===== src/rtl/fcmp_pkg.sv =====
package fcmp_pkg;

  localparam int unsigned DEF_EXP_W  = 11;
  localparam int unsigned DEF_FRAC_W = 52;

  typedef enum logic [1:0] {
    CMP_EQ = 2'b00,
    CMP_LT = 2'b01,
    CMP_LE = 2'b10,
    CMP_UN = 2'b11
  } cmp_op_e;

endpackage


===== src/rtl/fcmp_classify.sv =====
module fcmp_classify #(
  parameter int unsigned EXP_W  = fcmp_pkg::DEF_EXP_W,
  parameter int unsigned FRAC_W = fcmp_pkg::DEF_FRAC_W,
  localparam int unsigned MAG_W  = EXP_W + FRAC_W,
  localparam int unsigned WORD_W = MAG_W + 1
) (
  input  logic [WORD_W-1:0] word,
  output logic              sign,
  output logic [MAG_W-1:0]  mag,
  output logic              is_nan,
  output logic              is_zero
);

  logic [EXP_W-1:0]  exp_f;
  logic [FRAC_W-1:0] frac_f;

  assign sign   = word[WORD_W-1];
  assign mag    = word[MAG_W-1:0];
  assign exp_f  = word[MAG_W-1:FRAC_W];
  assign frac_f = word[FRAC_W-1:0];

  // all-ones exponent with a nonzero fraction; zero fraction is infinity
  assign is_nan  = (&exp_f) && (|frac_f);
  assign is_zero = ~|mag;

endmodule


===== src/rtl/fcmp_order.sv =====
module fcmp_order #(
  parameter int unsigned MAG_W = fcmp_pkg::DEF_EXP_W + fcmp_pkg::DEF_FRAC_W
) (
  input  logic             sign_a,
  input  logic [MAG_W-1:0] mag_a,
  input  logic             zero_a,
  input  logic             sign_b,
  input  logic [MAG_W-1:0] mag_b,
  input  logic             zero_b,
  output logic             ord_eq,
  output logic             ord_lt
);

  logic both_zero;
  logic mag_below;
  logic mag_above;

  assign both_zero = zero_a && zero_b;
  assign mag_below = mag_a < mag_b;
  assign mag_above = mag_b < mag_a;

  assign ord_eq = both_zero || ((sign_a == sign_b) && (mag_a == mag_b));

  always_comb begin
    if (both_zero) begin
      ord_lt = 1'b0;
    end else if (sign_a != sign_b) begin
      ord_lt = sign_a;
    end else if (sign_a) begin
      ord_lt = mag_above;
    end else begin
      ord_lt = mag_below;
    end
  end

endmodule


===== src/rtl/fcmp_stage.sv =====
module fcmp_stage #(
  parameter int unsigned DATA_W  = 64,
  parameter bit          REG_OUT = 1'b1
) (
  input  logic              clk,
  input  logic              rst_n,
  input  logic              in_valid,
  output logic              in_ready,
  input  logic [DATA_W-1:0] in_data,
  output logic              out_valid,
  input  logic              out_ready,
  output logic [DATA_W-1:0] out_data
);

  generate
    if (REG_OUT) begin : g_reg
      logic              full_q;
      logic [DATA_W-1:0] data_q;

      assign in_ready  = !full_q || out_ready;
      assign out_valid = full_q;
      assign out_data  = data_q;

      always_ff @(posedge clk) begin
        if (!rst_n) begin
          full_q <= 1'b0;
          data_q <= '0;
        end else if (in_ready) begin
          full_q <= in_valid;
          if (in_valid) begin
            data_q <= in_data;
          end
        end
      end

      assert_hold_R9: assert property (@(posedge clk) disable iff (!rst_n)
        (out_valid && !out_ready) |=> (out_valid && $stable(out_data)));

      assert_accept_R9: assert property (@(posedge clk) disable iff (!rst_n)
        (in_valid && in_ready) |=> (out_valid && out_data == $past(in_data)));

      assert_drain_R9: assert property (@(posedge clk) disable iff (!rst_n)
        (out_valid && out_ready && !in_valid) |=> !out_valid);
    end else begin : g_pass
      assign in_ready  = out_ready;
      assign out_valid = in_valid;
      assign out_data  = in_data;
    end
  endgenerate

endmodule


===== src/rtl/fcmp_unit.sv =====
module fcmp_unit #(
  parameter int unsigned EXP_W   = fcmp_pkg::DEF_EXP_W,
  parameter int unsigned FRAC_W  = fcmp_pkg::DEF_FRAC_W,
  parameter bit          REG_OUT = 1'b1,
  localparam int unsigned MAG_W  = EXP_W + FRAC_W,
  localparam int unsigned WORD_W = MAG_W + 1
) (
  input  logic              clk,
  input  logic              rst_n,
  input  logic              in_valid,
  output logic              in_ready,
  input  logic [1:0]        op,
  input  logic [WORD_W-1:0] src_a,
  input  logic [WORD_W-1:0] src_b,
  output logic              out_valid,
  input  logic              out_ready,
  output logic [WORD_W-1:0] result,
  output logic              inv_flag
);

  import fcmp_pkg::*;

  // true answer: only the bit just below the sign is set
  localparam logic [WORD_W-1:0] TRUE_WORD = {2'b01, {(WORD_W-2){1'b0}}};

  logic             sgn [2];
  logic [MAG_W-1:0] mag [2];
  logic             nan [2];
  logic             zro [2];
  logic [WORD_W-1:0] opnd [2];

  assign opnd[0] = src_a;
  assign opnd[1] = src_b;

  generate
    for (genvar i = 0; i < 2; i++) begin : g_cls
      fcmp_classify #(.EXP_W(EXP_W), .FRAC_W(FRAC_W)) u_cls (
        .word    (opnd[i]),
        .sign    (sgn[i]),
        .mag     (mag[i]),
        .is_nan  (nan[i]),
        .is_zero (zro[i])
      );
    end
  endgenerate

  logic ord_eq;
  logic ord_lt;

  fcmp_order #(.MAG_W(MAG_W)) u_ord (
    .sign_a (sgn[0]),
    .mag_a  (mag[0]),
    .zero_a (zro[0]),
    .sign_b (sgn[1]),
    .mag_b  (mag[1]),
    .zero_b (zro[1]),
    .ord_eq (ord_eq),
    .ord_lt (ord_lt)
  );

  logic    unord;
  logic    hit;
  cmp_op_e op_e;

  assign unord = nan[0] || nan[1];
  assign op_e  = cmp_op_e'(op);

  always_comb begin
    unique case (op_e)
      CMP_EQ:  hit = !unord && ord_eq;
      CMP_LT:  hit = !unord && ord_lt;
      CMP_LE:  hit = !unord && (ord_lt || ord_eq);
      default: hit = unord;
    endcase
  end

  logic [WORD_W-1:0] answer;
  assign answer = hit ? TRUE_WORD : '0;

  fcmp_stage #(.DATA_W(WORD_W), .REG_OUT(REG_OUT)) u_stage (
    .clk       (clk),
    .rst_n     (rst_n),
    .in_valid  (in_valid),
    .in_ready  (in_ready),
    .in_data   (answer),
    .out_valid (out_valid),
    .out_ready (out_ready),
    .out_data  (result)
  );

  // compares never signal an exception, NaN operands included
  assign inv_flag = 1'b0;

  assert_nan_false_R4: assert property (@(posedge clk) disable iff (!rst_n)
    (in_valid && unord && op_e != CMP_UN) |-> !hit);

  assert_zero_pair_R5: assert property (@(posedge clk) disable iff (!rst_n)
    (in_valid && zro[0] && zro[1]) |-> (ord_eq && !ord_lt));

  assert_eq_lt_apart_R6: assert property (@(posedge clk) disable iff (!rst_n)
    in_valid |-> !(ord_eq && ord_lt));

  assert_encoding_R2: assert property (@(posedge clk) disable iff (!rst_n)
    out_valid |-> (result == '0 || result == TRUE_WORD));

  assert_unord_R3: assert property (@(posedge clk) disable iff (!rst_n)
    (in_valid && op_e == CMP_UN && !nan[0] && !nan[1]) |-> !hit);

endmodule


===== config.mk =====
export PLATFORM = sky130hd
export DESIGN_NAME = fcmp_unit
export DESIGN_NICKNAME = d
export VERILOG_FILES = /design/src/rtl/fcmp_pkg.sv /design/src/rtl/fcmp_classify.sv /design/src/rtl/fcmp_order.sv /design/src/rtl/fcmp_stage.sv /design/src/rtl/fcmp_unit.sv
export SDC_FILE = /design/constraint.sdc
export NUM_CORES = 1
export LEC_CHECK = 0
export CAP_MARGIN = 20
export CORE_MARGIN = 10
export CORE_UTILIZATION = 40
export DETAILED_ROUTE_END_ITERATION = 8
export GPL_ROUTABILITY_DRIVEN = 0
export PLACE_DENSITY_LB_ADDON = 0.2
export SETUP_SLACK_MARGIN = 0.1
export SYNTH_ARGS = -nofsm -noshare
export SYNTH_HDL_FRONTEND = slang
export SYNTH_HIERARCHICAL = 1
export SYNTH_SLANG_ARGS = --single-unit

===== constraint.sdc =====
create_clock -name clk -period 4.19 [get_ports clk]
set_clock_uncertainty 0.2 [all_clocks]
set_input_delay 0.6285 -clock clk [delete_from_list [all_inputs] [get_ports clk]]
set_output_delay 0.6285 -clock clk [all_outputs]
set_load 0.03 [all_outputs]

==> flow_summary.toml <==
[yosys]
synthDistinctLibCells = 42
synth_top_family_by_area = "buffers and inverters"
synth-warning-count = 6
syn-mean-instance-area_um2 = 8.06
synthAdderAreaFrac_pct = 14.5
synthTopCellsByArea = "dfxtp_1 (23%), buf_4 (17%), ha_1 (15%), mux2i_1 (11%), nand2_1 (9.6%)"
postSynthRegisterBits = 65
number_of_flops_mapped_to_enable_cells_by_yosys = 0
post_synth_mux_area_share_pct = 11.3
area_fraction_in_compound_gates_after_synthesis_pct = 6.12
seq_area_frac_synth_pct = 22.9
post_synth_inst_count = 705
simple_gate_portion_of_the_synthesized_area_pct = 19.9
yosysTopAreaCellShare_pct = 22.9
yosys.area_share.xor_xnor_pct = 0.154
synthDominantAreaCellType = "dfxtp_1"
async_reset_ff_share_pct = 0
synth_flop_cell = "dfxtp_1"
synthesis.area_um2 = 5680

[clocking]
postCtsResizedCells = 0
ctsRootBufferMaster = "clkbuf_16"
cts_clk_pin_slew_worst_paths_ns = 0.06
cts-root-to-sink-buffers = 2
cts.htree.levels = 3
tritoncts = "yes"
numCtsBuffers = 9
worstSkewPairLatency_ns = 0.32
cts.sinks = 65
cts_setup_buffers = 0
cts_hold_repair.buffers = 0

[routing]
antenna_violation_net_count_after_detailed_routing = 0
wire_per_inst_um = 15.1
detailed_routing_iterations_pass_1 = 4
total_via_count_in_the_routed_design = 4682
routed_wirelength_mm = 15.4
drc_errors = 0
post_drt_via_cell_ratio = 4.60
first_iter_violations = 142

[place]
hpwl_mm = 13.1
postPlaceCellArea_um2 = 6970
port_buffers = 199
dp_worst_slack_ns = 0.242

[sta]
timing.final.max_slew_violations = 0
maxSlewHeadroom_pct = 56.1
post-route-period-util_pct = 85.7
grt_setup_unrepaired = "no"
layout_min_cycle_time_ns = 3.59
achievable-frequency_mhz = 279
hold_viol = 0
max_slew.worst_pin.slew_ns = 0.658
postLayoutSetupSlackWorst_ns = 0.601
setup_tns_ns = 0
hold-worst-slack_ns = 0.253
setup_viol = 0

[grt]
combined_global_route_utilization_of_all_metal_layers_pct = 15.3
pin_count_of_the_biggest_net_entering_global_routing = 130
grt_antenna_before_repair = 2
grt_first_pass_wirelength_mm = 24.8
grt.overflow.total = 0
grt_pass1_vias = 4936

[final_layout]
n_fill_cell = 1312
syn2layout_area_growth_pct = 28.5
postLayoutCellArea_um2 = 7300
layout-drive-gt1-share_pct = 3.59
final_net_count = 1030

[floorplan]
die_h_um = 139
core.rowCount = 43
fp.dieW_um = 139
io_pins = 201
initial_utilization_pct = 40.9
fp.coreArea_um2 = 13900
floorplan.die_area_um2 = 19400

[worst_setup_path]
timing_worst_setup_path_type = "in -> reg"
critical_path.reg2reg.startpoint = "u_stage/out_valid"
cp_data_required_time_ns = 4.24
setup.worst_path.end_class = "register"
crit_arrival_ns = 3.64
critPathLaunchType = "input pin"
crit_path_from = "src_a[32]"
critical_path_peak_fanout = 2

[min_path]
hold_path_class = "reg -> reg"
worst_hold_path_startpoint = "u_stage/out_data[20]"

[run_status]
result_of_the_run = "complete, no violations"

[job]
number_of_maximum_capacitance_constraint_violations = 0

[power]
power.density_cell_area_nw_per_um2 = 267
p_total_mw = 1.95
ir_worst_vdd_v = 0.000152
p_leak_nw = 3.34
layer usage:
metal | part of all wire (%) | up-vias | track usage, %
li1 | - | 2453 | -
met1 | 41 | 2068 | 16.5
met2 | 50 | 146 | 27.2
met3 | 7.2 | 15 | 5.75
met4 | 1.3 | 0 | 4.50
met5 | 0 | - | 0
path summary, 6_finish.rpt:
path	endpoint	slack [ns]	depth (start not counted)
worst max-delay path	u_stage/out_data[62]	0.60	14
worst min register to register	u_stage/out_data[20]	0.25	2
worst max register to register	u_stage/out_data[62]	2.59	4
worst min-delay path	u_stage/out_data[20]	0.25	2
per-stage QoR:
stage / std cells / util, %
3_3_place_gp: 997 / 50.2
5_1_grt: 1017 / 52.6
4_1_cts: 1013 / 52.2
2_1_floorplan: 768 / -
3_5_place_dp: 997 / 50.2
6_report: 1017 / 52.6
critical path, stage by stage:
cell,delay (ns)
clkdlybuf4s50_1,0.50
inv_1,0.06
ha_1,0.30
a21oi_1,0.14
o21ai_1,0.08
a221o_1,0.36
a2111o_1,0.41
o31a_1,0.31
o21ai_1,0.11
nor3b_2,0.19
a21oi_1,0.09
o31ai_1,0.24
nand2_1,0.08
mux2i_1,0.13
kinds of logic (layout without fill, tap and decap cells):
logic type / after synthesis / in the layout
buf+inv: 219 / 286
fa+ha+maj: 66 / 66
mux: 64 / 64
simple gates: 234 / 234
xor+xnor: 1 / 1
compound gates: 55 / 55
flops: 65 / 65
other cells: 1 / 66
state kept, by name, summed over array words and instances (netlist names):
signal	cells
u_stage/out_valid	1
u_stage/out_data	64
cells in the mapped netlist (2+ instances only):
library cell and count:
a21oi_1 25, a21o_1 4, buf_4 130, o21ai_1 3, nor4_1 32, ha_1 66
mux2i_1 64, nor4_2 4, a221o_1 2, dfxtp_1 65, buf_2 2, nand4_1 18
nand3_1 13, clkbuf_1 11, inv_1 69, nand2_1 145, a211oi_1 4, o31ai_1 2
o21ai_0 7, nor3_1 5, nor2_1 6, buf_12 7, and4_1 2
report_power, final:
group | switching, mW | internal, mW | leakage [nW] | total, mW
combinational | 0.295 | 0.291 | 2.67 | 0.586
sequential | 0.0225 | 0.660 | 0.536 | 0.682
clock | 0.264 | 0.416 | 0.135 | 0.680
total | 0.582 | 1.37 | 3.34 | 1.95
area by class of cell:
class                   instances  area (µm²)  area share [%]
well taps                     180         225            3.08
diodes                          2        5.00          0.0686
clock inverters                 6        42.5           0.583
clock buffers                  10         239            3.27
inverters                      69         259            3.55
multi-input cells             484        3190            43.7
repair buffers                201        2040            27.9
flip-flops and latches         65        1300            17.8
cell usage in the layout (no fill, tap or decap), types with 2 or more instances in the layout:
master / instances
nand3_1: 13
ha_1: 66
o21ai_1: 3
o31ai_1: 2
diode_2: 2
o21ai_0: 7
dfxtp_1: 65
clkinv_2: 2
nor2_1: 6
a211oi_1: 4
nor4_2: 4
clkinvlp_4: 2
nor4_1: 32
inv_1: 69
nor3_1: 5
mux2i_1: 64
clkdlybuf4s50_1: 198
conb_1: 64
clkbuf_16: 9
and4_1: 2
nand4_1: 18
nand2_1: 145
a21oi_1: 25
a221o_1: 2
a21o_1: 4
No activity file was read; power rests on OpenSTA's default activity.
